File: src/rtl/rsk_pkg.sv
package rsk_pkg;

    typedef enum logic [1:0] {
        DEC_RUN       = 2'd0,
        DEC_FLAT_ZERO = 2'd1,
        DEC_LOW_ACT   = 2'd2
    } rsk_dec_e;

endpackage

File: src/rtl/rsk_row_sum.sv
module rsk_row_sum #(
    parameter int N_SMP = 8,
    parameter int SMP_W = 12,
    localparam int SUM_W = SMP_W + $clog2(N_SMP)
) (
    input  logic [N_SMP*SMP_W-1:0] row,
    output logic signed [SUM_W-1:0] sum
);

    always_comb begin
        logic signed [SMP_W-1:0] s;
        logic signed [SUM_W-1:0] acc;
        acc = '0;
        for (int i = 0; i < N_SMP; i++) begin
            s   = row[i*SMP_W +: SMP_W];
            acc = acc + SUM_W'(s);
        end
        sum = acc;
    end

endmodule

File: src/rtl/rsk_row_sad.sv
module rsk_row_sad #(
    parameter int N_SMP = 8,
    parameter int SMP_W = 12,
    localparam int SAD_W = SMP_W + $clog2(N_SMP)
) (
    input  logic [N_SMP*SMP_W-1:0] row,
    output logic [SAD_W-1:0]       sad
);

    logic [SMP_W-1:0] mag [N_SMP-1];

    for (genvar g = 1; g < N_SMP; g++) begin : g_pair
        logic signed [SMP_W-1:0] cur;
        logic signed [SMP_W-1:0] prv;
        logic signed [SMP_W:0]   dif;
        assign cur = row[g*SMP_W +: SMP_W];
        assign prv = row[(g-1)*SMP_W +: SMP_W];
        assign dif = {cur[SMP_W-1], cur} - {prv[SMP_W-1], prv};
        assign mag[g-1] = dif[SMP_W] ? SMP_W'(-dif) : SMP_W'(dif);
    end

    always_comb begin
        logic [SAD_W-1:0] acc;
        acc = '0;
        for (int i = 0; i < N_SMP - 1; i++) begin
            acc = acc + SAD_W'(mag[i]);
        end
        sad = acc;
    end

endmodule

File: src/rtl/rsk_decide.sv
module rsk_decide
    import rsk_pkg::*;
#(
    parameter int SUM_W = 15,
    parameter int SAD_W = 15,
    parameter int THR_W = 16,
    localparam int CMP_W = (SAD_W > THR_W) ? SAD_W : THR_W
) (
    input  logic signed [SUM_W-1:0] sum,
    input  logic [SAD_W-1:0]        sad,
    input  logic [THR_W-1:0]        thr,
    output rsk_dec_e                dec
);

    logic [CMP_W-1:0] sad_x;
    logic [CMP_W-1:0] thr_x;
    logic             sum_zero;
    logic             sad_zero;

    assign sad_x    = CMP_W'(sad);
    assign thr_x    = CMP_W'(thr);
    assign sum_zero = (sum == '0);
    assign sad_zero = (sad == '0);

    always_comb begin
        dec = DEC_RUN;
        if (sum_zero && sad_zero) begin
            dec = DEC_FLAT_ZERO;
        end else if (!sum_zero && (sad_x < thr_x)) begin
            dec = DEC_LOW_ACT;
        end
    end

endmodule

File: src/rtl/rsk_row_skip.sv
module rsk_row_skip
    import rsk_pkg::*;
#(
    parameter int N_SMP = 8,
    parameter int SMP_W = 12,
    parameter int THR_W = 16,
    parameter int CNT_W = 16,
    localparam int ROW_W = N_SMP * SMP_W,
    localparam int ACC_W = SMP_W + $clog2(N_SMP)
) (
    input  logic             clk,
    input  logic             rst_n,
    input  logic             row_vld,
    input  logic [ROW_W-1:0] row_data,
    input  logic [THR_W-1:0] thr,
    input  logic             cnt_clr,
    output logic             out_vld,
    output logic             skip,
    output logic             xfm_en,
    output logic [ROW_W-1:0] out_row,
    output logic [CNT_W-1:0] skip_cnt
);

    typedef struct packed {
        logic             vld;
        logic             skp;
        logic [ROW_W-1:0] row;
        logic [CNT_W-1:0] cnt;
    } st_t;

    st_t st_d, st_q;

    logic signed [ACC_W-1:0] row_sum;
    logic [ACC_W-1:0]        row_sad;
    rsk_dec_e                dec;

    rsk_row_sum #(.N_SMP(N_SMP), .SMP_W(SMP_W)) u_sum (
        .row (row_data),
        .sum (row_sum)
    );

    rsk_row_sad #(.N_SMP(N_SMP), .SMP_W(SMP_W)) u_sad (
        .row (row_data),
        .sad (row_sad)
    );

    rsk_decide #(.SUM_W(ACC_W), .SAD_W(ACC_W), .THR_W(THR_W)) u_dec (
        .sum (row_sum),
        .sad (row_sad),
        .thr (thr),
        .dec (dec)
    );

    always_comb begin
        logic hit;
        hit      = row_vld && (dec != DEC_RUN);
        st_d     = st_q;
        st_d.vld = row_vld;
        st_d.skp = hit;
        st_d.row = (row_vld && !hit) ? row_data : '0;
        if (cnt_clr) begin
            st_d.cnt = '0;
        end else if (hit) begin
            st_d.cnt = st_q.cnt + CNT_W'(1);
        end
    end

    always_ff @(posedge clk or negedge rst_n) begin
        if (!rst_n) begin
            st_q <= '0;
        end else begin
            st_q <= st_d;
        end
    end

    assign out_vld  = st_q.vld;
    assign skip     = st_q.skp;
    assign xfm_en   = st_q.vld && !st_q.skp;
    assign out_row  = st_q.row;
    assign skip_cnt = st_q.cnt;

endmodule

File: config.mk
export PLATFORM = sky130hd
export DESIGN_NAME = rsk_row_skip
export DESIGN_NICKNAME = d
export VERILOG_FILES = /design/src/rtl/rsk_pkg.sv /design/src/rtl/rsk_row_sum.sv /design/src/rtl/rsk_row_sad.sv /design/src/rtl/rsk_decide.sv /design/src/rtl/rsk_row_skip.sv
export SDC_FILE = /design/constraint.sdc
export NUM_CORES = 1
export LEC_CHECK = 0
export BUFFER_PORTS_ARGS = -buffer_cell sky130_fd_sc_hd__buf_2
export CAP_MARGIN = 10
export CORE_ASPECT_RATIO = 0.9
export CORE_MARGIN = 1
export CORE_UTILIZATION = 60
export DETAILED_ROUTE_END_ITERATION = 10
export PLACE_DENSITY = 0.8
export SLEW_MARGIN = 20
export SYNTH_ARGS = -nofsm -noshare
export SYNTH_HDL_FRONTEND = slang
export SYNTH_SLANG_ARGS = --single-unit
File: constraint.sdc
create_clock -name clk -period 3.45 [get_ports clk]
set_input_delay 0.1725 -clock clk [delete_from_list [all_inputs] [get_ports clk]]
set_output_delay 0.1725 -clock clk [all_outputs]
set_load 0.005 [all_outputs]
==> results_dict.tcl, run 1 <==
set metrics [dict create \
    synth_top_area_cell "dfrtp_1" \
    ys_warn_count 0 \
    hpwl_um 47800 \
    synth_seq_cells 114 \
    root_buffer "clkbuf_16" \
    synth_cell_types 74 \
    yosysSeqAreaShare 0.199 \
    synth_edf_count 0 \
    grt_max_degree 96 \
    die_h_um 149 \
    track_usage 0.785 \
    syn_inst 1611 \
    cts_buffer_depth 2 \
    synth-main-ff-cell "dfrtp_1" \
    grt_pass1_vias 22300 \
    die_w_um 165 \
    clock_sinks 114 \
    synth_area_um2 14400 \
    synth_area_leaders "dfrtp_1 20%, fa_1 17%, ha_1 14%" \
    overflow 97 \
    io_pins 231 \
    numCtsBuffers 17 \
    io_buffers 230 \
    synthArstFlopShare 1.00 \
    start_util 0.613 \
    synth_top_area_frac 0.199 \
    globalplace.congestion 0.976 \
    firstError "[ERROR GRT-0116] Global routing finished with congestion. Check the congestion regions in the DRC Viewer." \
    row_count 53 \
    placed_cell_area_um2 20600 \
    stop_stage "global routing (5_1_grt)" \
    syn_nets 2006 \
    avgSynthCellArea_um2 8.91 \
    cts_max_level 4 \
    grt_pass1_wl_um 140000 \
    status "stopped before the end" \
]
==> cells by family after synthesis <==
logic type,count (synthesis),share of synthesized area
muxes,14,0.0109
xor gates and xnor gates,165,0.101
DFF,114,0.199
AOI/OAI and AO/OA,292,0.140
adders and majority gates,279,0.307
and+or+nand+nor,469,0.168
buffers and inverters,278,0.0748
==> Yosys cell counts (4+ instances only) <==
library cell,instances
dfrtp_1,114
o31a_1,4
xnor2_1,95
a31oi_1,9
a211oi_1,16
nand3_1,22
buf_2,9
o31ai_1,16
or2_2,7
ha_1,157
mux2i_1,7
o41ai_1,4
nand2b_1,18
nor2_1,91
o21a_1,13
o211ai_1,7
clkbuf_1,23
a21o_1,32
nand2_1,70
nor4_1,4
and2_1,24
fa_1,122
or3_1,29
nand4_1,12
a21oi_1,57
xor2_1,70
inv_1,242
o22ai_1,4
nand3b_1,4
nor3_1,130
o211a_1,4
nor2b_1,20
a311oi_1,16
o21ai_0,53
and3_1,12
o21bai_1,10
or4_1,12
a31o_2,16
a21boi_0,4
==> stage by stage <==
step / worst slack [ns] / setup TNS [ns] / std cells
floorplan: -4.40 / -479.89 / 1611
global placement: -5.10 / -555.38 / 2671
detailed placement: -5.43 / -587.56 / 2671
CTS: -4.84 / -538.79 / 2735
==> metal layers <==
metal  overflow  global-route usage
met1          5               0.768
met2         57               0.949
met3          2               0.663
met4         33               0.763
met5          0               0.347
==> timing repair <==
action | CTS
pin swaps | 51
gates cloned | 9
endpoints found under the setup margin | 113
hold buffers | 2
resized for setup | 92
endpoints found under the hold margin | 69
buffers inserted | 21
==> run 2, diff against run 1 <==
--- a/config.mk
+++ b/config.mk
@@ -7,11 +7,10 @@
 export LEC_CHECK = 0
 export BUFFER_PORTS_ARGS = -buffer_cell sky130_fd_sc_hd__buf_2
 export CAP_MARGIN = 10
-export CORE_ASPECT_RATIO = 0.9
 export CORE_MARGIN = 1
-export CORE_UTILIZATION = 60
+export CORE_UTILIZATION = 40
 export DETAILED_ROUTE_END_ITERATION = 10
-export PLACE_DENSITY = 0.8
+export PLACE_DENSITY_LB_ADDON = 0.15
 export SLEW_MARGIN = 20
 export SYNTH_ARGS = -nofsm -noshare
 export SYNTH_HDL_FRONTEND = slang
==> run 2 against run 1 <==
The flow now finishes, with violations (negative setup slack). Synthesized cell count unchanged. Synthesized area unchanged.
==> results_dict.tcl, run 2 <==
set metrics [dict create \
    root_buffer "clkbuf_16" \
    setup_viol 113 \
    slew_headroom 0.553 \
    drv_cap 0 \
    syn_nets 2006 \
    synthXorXnorAreaFrac 0.101 \
    rr_worst_depth 7 \
    finalInstanceArea_um2 22600 \
    area_growth_pct 57.5 \
    dr.pass1.iters 5 \
    setup_ws_ns -4.51 \
    die_w_um 191 \
    place_ws_ns -5.47 \
    io_buffers 230 \
    cpPeakStageDelay_ns 0.51 \
    overflow 0 \
    synthArstFlopShare 1.00 \
    synth_area_um2 14400 \
    yosysSeqAreaShare 0.199 \
    wl_um 54900 \
    fillers 3035 \
    clock_sinks 114 \
    synth.area.mux_share 0.0109 \
    r2r_setup_slack_ns 1.43 \
    critPathLaunchType "input pin" \
    grt_pass1_vias 15200 \
    synth_top_area_frac 0.199 \
    largest_reg_flops 96 \
    numCtsBuffers 17 \
    remaining_drc_errors 0 \
    yosys.area_share.adder 0.307 \
    clk_latency_ns 0.46 \
    path_clk_slew_ns 0.08 \
    skew_ns 0.00674 \
    rsz0062_at_grt "yes" \
    hpwl_um 43900 \
    worstPathRequired_ns 3.77 \
    grt_pass1_wl_um 82400 \
    min_from "row_data[3]" \
    yosys.area_share.simple 0.168 \
    synth_cell_types 74 \
    synth_seq_cells 114 \
    vias 14900 \
    finalCritPeriodShare 2.31 \
    synth_top_family_by_area "adder cells" \
    worstHoldPathType "input pin to flop" \
    final_cell_mix "593 x buf_4, 238 x inv_1, 227 x buf_2" \
    hold_violations 0 \
    synth_compound_area_frac 0.140 \
    start_util 0.405 \
    critPathLaunch "row_data[24]" \
    vias_per_cell 5.12 \
    drive_gt1_frac 0.444 \
    grt_max_degree 115 \
    row_count 69 \
    synth-main-ff-cell "dfrtp_1" \
    seqCellArea_um2 2850 \
    core_um2 35400 \
    ys_top_cells_by_count "242 x inv_1, 157 x ha_1, 130 x nor3_1" \
    drt-initial-drc-count 960 \
    layout.nets 2836 \
    ys_warn_count 0 \
    track_usage 0.301 \
    synth_area_leaders "dfrtp_1 20%, fa_1 17%, ha_1 14%" \
    antenna_found_initial 1 \
    violations "negative setup slack" \
    worstMarginPinSlew_ns 0.670 \
    critPathKind "input pin to flop" \
    fin_crit_ns 7.96 \
    io_pins 231 \
    max_freq_mhz 126 \
    cp.arrival_ns 8.28 \
    post_drt_wl_per_cell_um 18.8 \
    yosysMostFrequentCell "inv_1" \
    syn_inst 1611 \
    die_h_um 191 \
    path_buf_inv 7 \
    cts_tree "done" \
    multi_input_area_um2 11600 \
    hold_depth 4 \
    dieArea_um2 36600 \
    status "finished, violations left" \
    synth_edf_count 0 \
    path_max_fanout 43 \
    layout_commonest_cell "buf_4" \
    drtAntennaViolNets 0 \
    worst-path-stages 41 \
    drv_slew 0 \
    critical_path.top_delay_family "adder cells" \
    globalplace.congestion 1.01 \
    cts_buffer_depth 2 \
    cp-end-kind "flop" \
    placed_cell_area_um2 20900 \
    avgSynthCellArea_um2 8.91 \
    synth_top_area_cell "dfrtp_1" \
    cts_max_level 4 \
    slowest_stage "fa_1" \
    regToRegStartpoint "skip_cnt[6]$_DFFE_PN0P_" \
]
## run 2: cell counts after synthesis
Identical to the previous run, type by type.
## run 2: cell families (layout without fill, tap and decap cells)
| logic type | count (synthesis) | count (layout) |
|---|---|---|
| other | 0 | 1 |
| adders and majority gates | 279 | 279 |
| muxes | 14 | 17 |
| AOI/OAI and AO/OA | 292 | 292 |
| buffers and inverters | 278 | 1118 |
| DFF | 114 | 114 |
| xor gates and xnor gates | 165 | 165 |
| and+or+nand+nor | 469 | 469 |
## run 2: area by class of cell
type | instances | share of cell area
Antenna cell | 1 | 0.000111
Clock buffer | 19 | 0.0196
Clock inverter | 13 | 0.00753
Inverter | 243 | 0.0410
Multi-Input combinational cell | 1222 | 0.513
Sequential cell | 114 | 0.126
Tap cell | 461 | 0.0255
Timing Repair Buffer | 843 | 0.267
## run 2: per-layer routing
layer	vias up	part of all wire	global-route usage
met3	76	0.054	0.0571
met5	-	0	0
li1	7183	-	-
met4	0	0.030	0.101
met1	7248	0.44	0.381
met2	411	0.48	0.511
## run 2: repair_timing
action,CTS,global route
gates cloned,7,3
pin swaps,52,59
resized for setup,55,66
setup buffers,18,11
setup endpoints to repair,113,113
hold buffers,2,0
endpoints found under the hold margin,115,0
## run 2: through the flow
stage               hold slack, ns  std cells  utilization  setup TNS [ns]
finish                      0.0364       2916        0.639         -502.36
global route                0.0440       2916        0.639         -546.59
CTS                         0.0258       2902        0.625         -522.24
detailed placement           0.321       2843        0.591         -593.74
global placement             0.312       2843        0.591         -556.26
floorplan                   -0.123       1611            -         -479.89
## run 2: path summary, 6_finish.rpt
| check | to |
|---|---|
| max | out_row[9]$_DFF_PN0_ |
| min | out_row[3]$_DFF_PN0_ |
| max reg2reg | skip_cnt[15]$_DFFE_PN0P_ |
| min reg2reg | skip_cnt[15]$_DFFE_PN0P_ |
| max in group asynchronous | out_row[77]$_DFF_PN0_ |
| min in group asynchronous | skip_cnt[2]$_DFFE_PN0P_ |
## run 2: worst min-delay path, cell delays in order
cell    delay [ns]
buf_2         0.11
inv_1         0.07
buf_4         0.11
nor3_2        0.03
Power of run 2 is not shown: default switching activity piles up to over one toggle a cycle in this logic, so the estimate is an artifact.
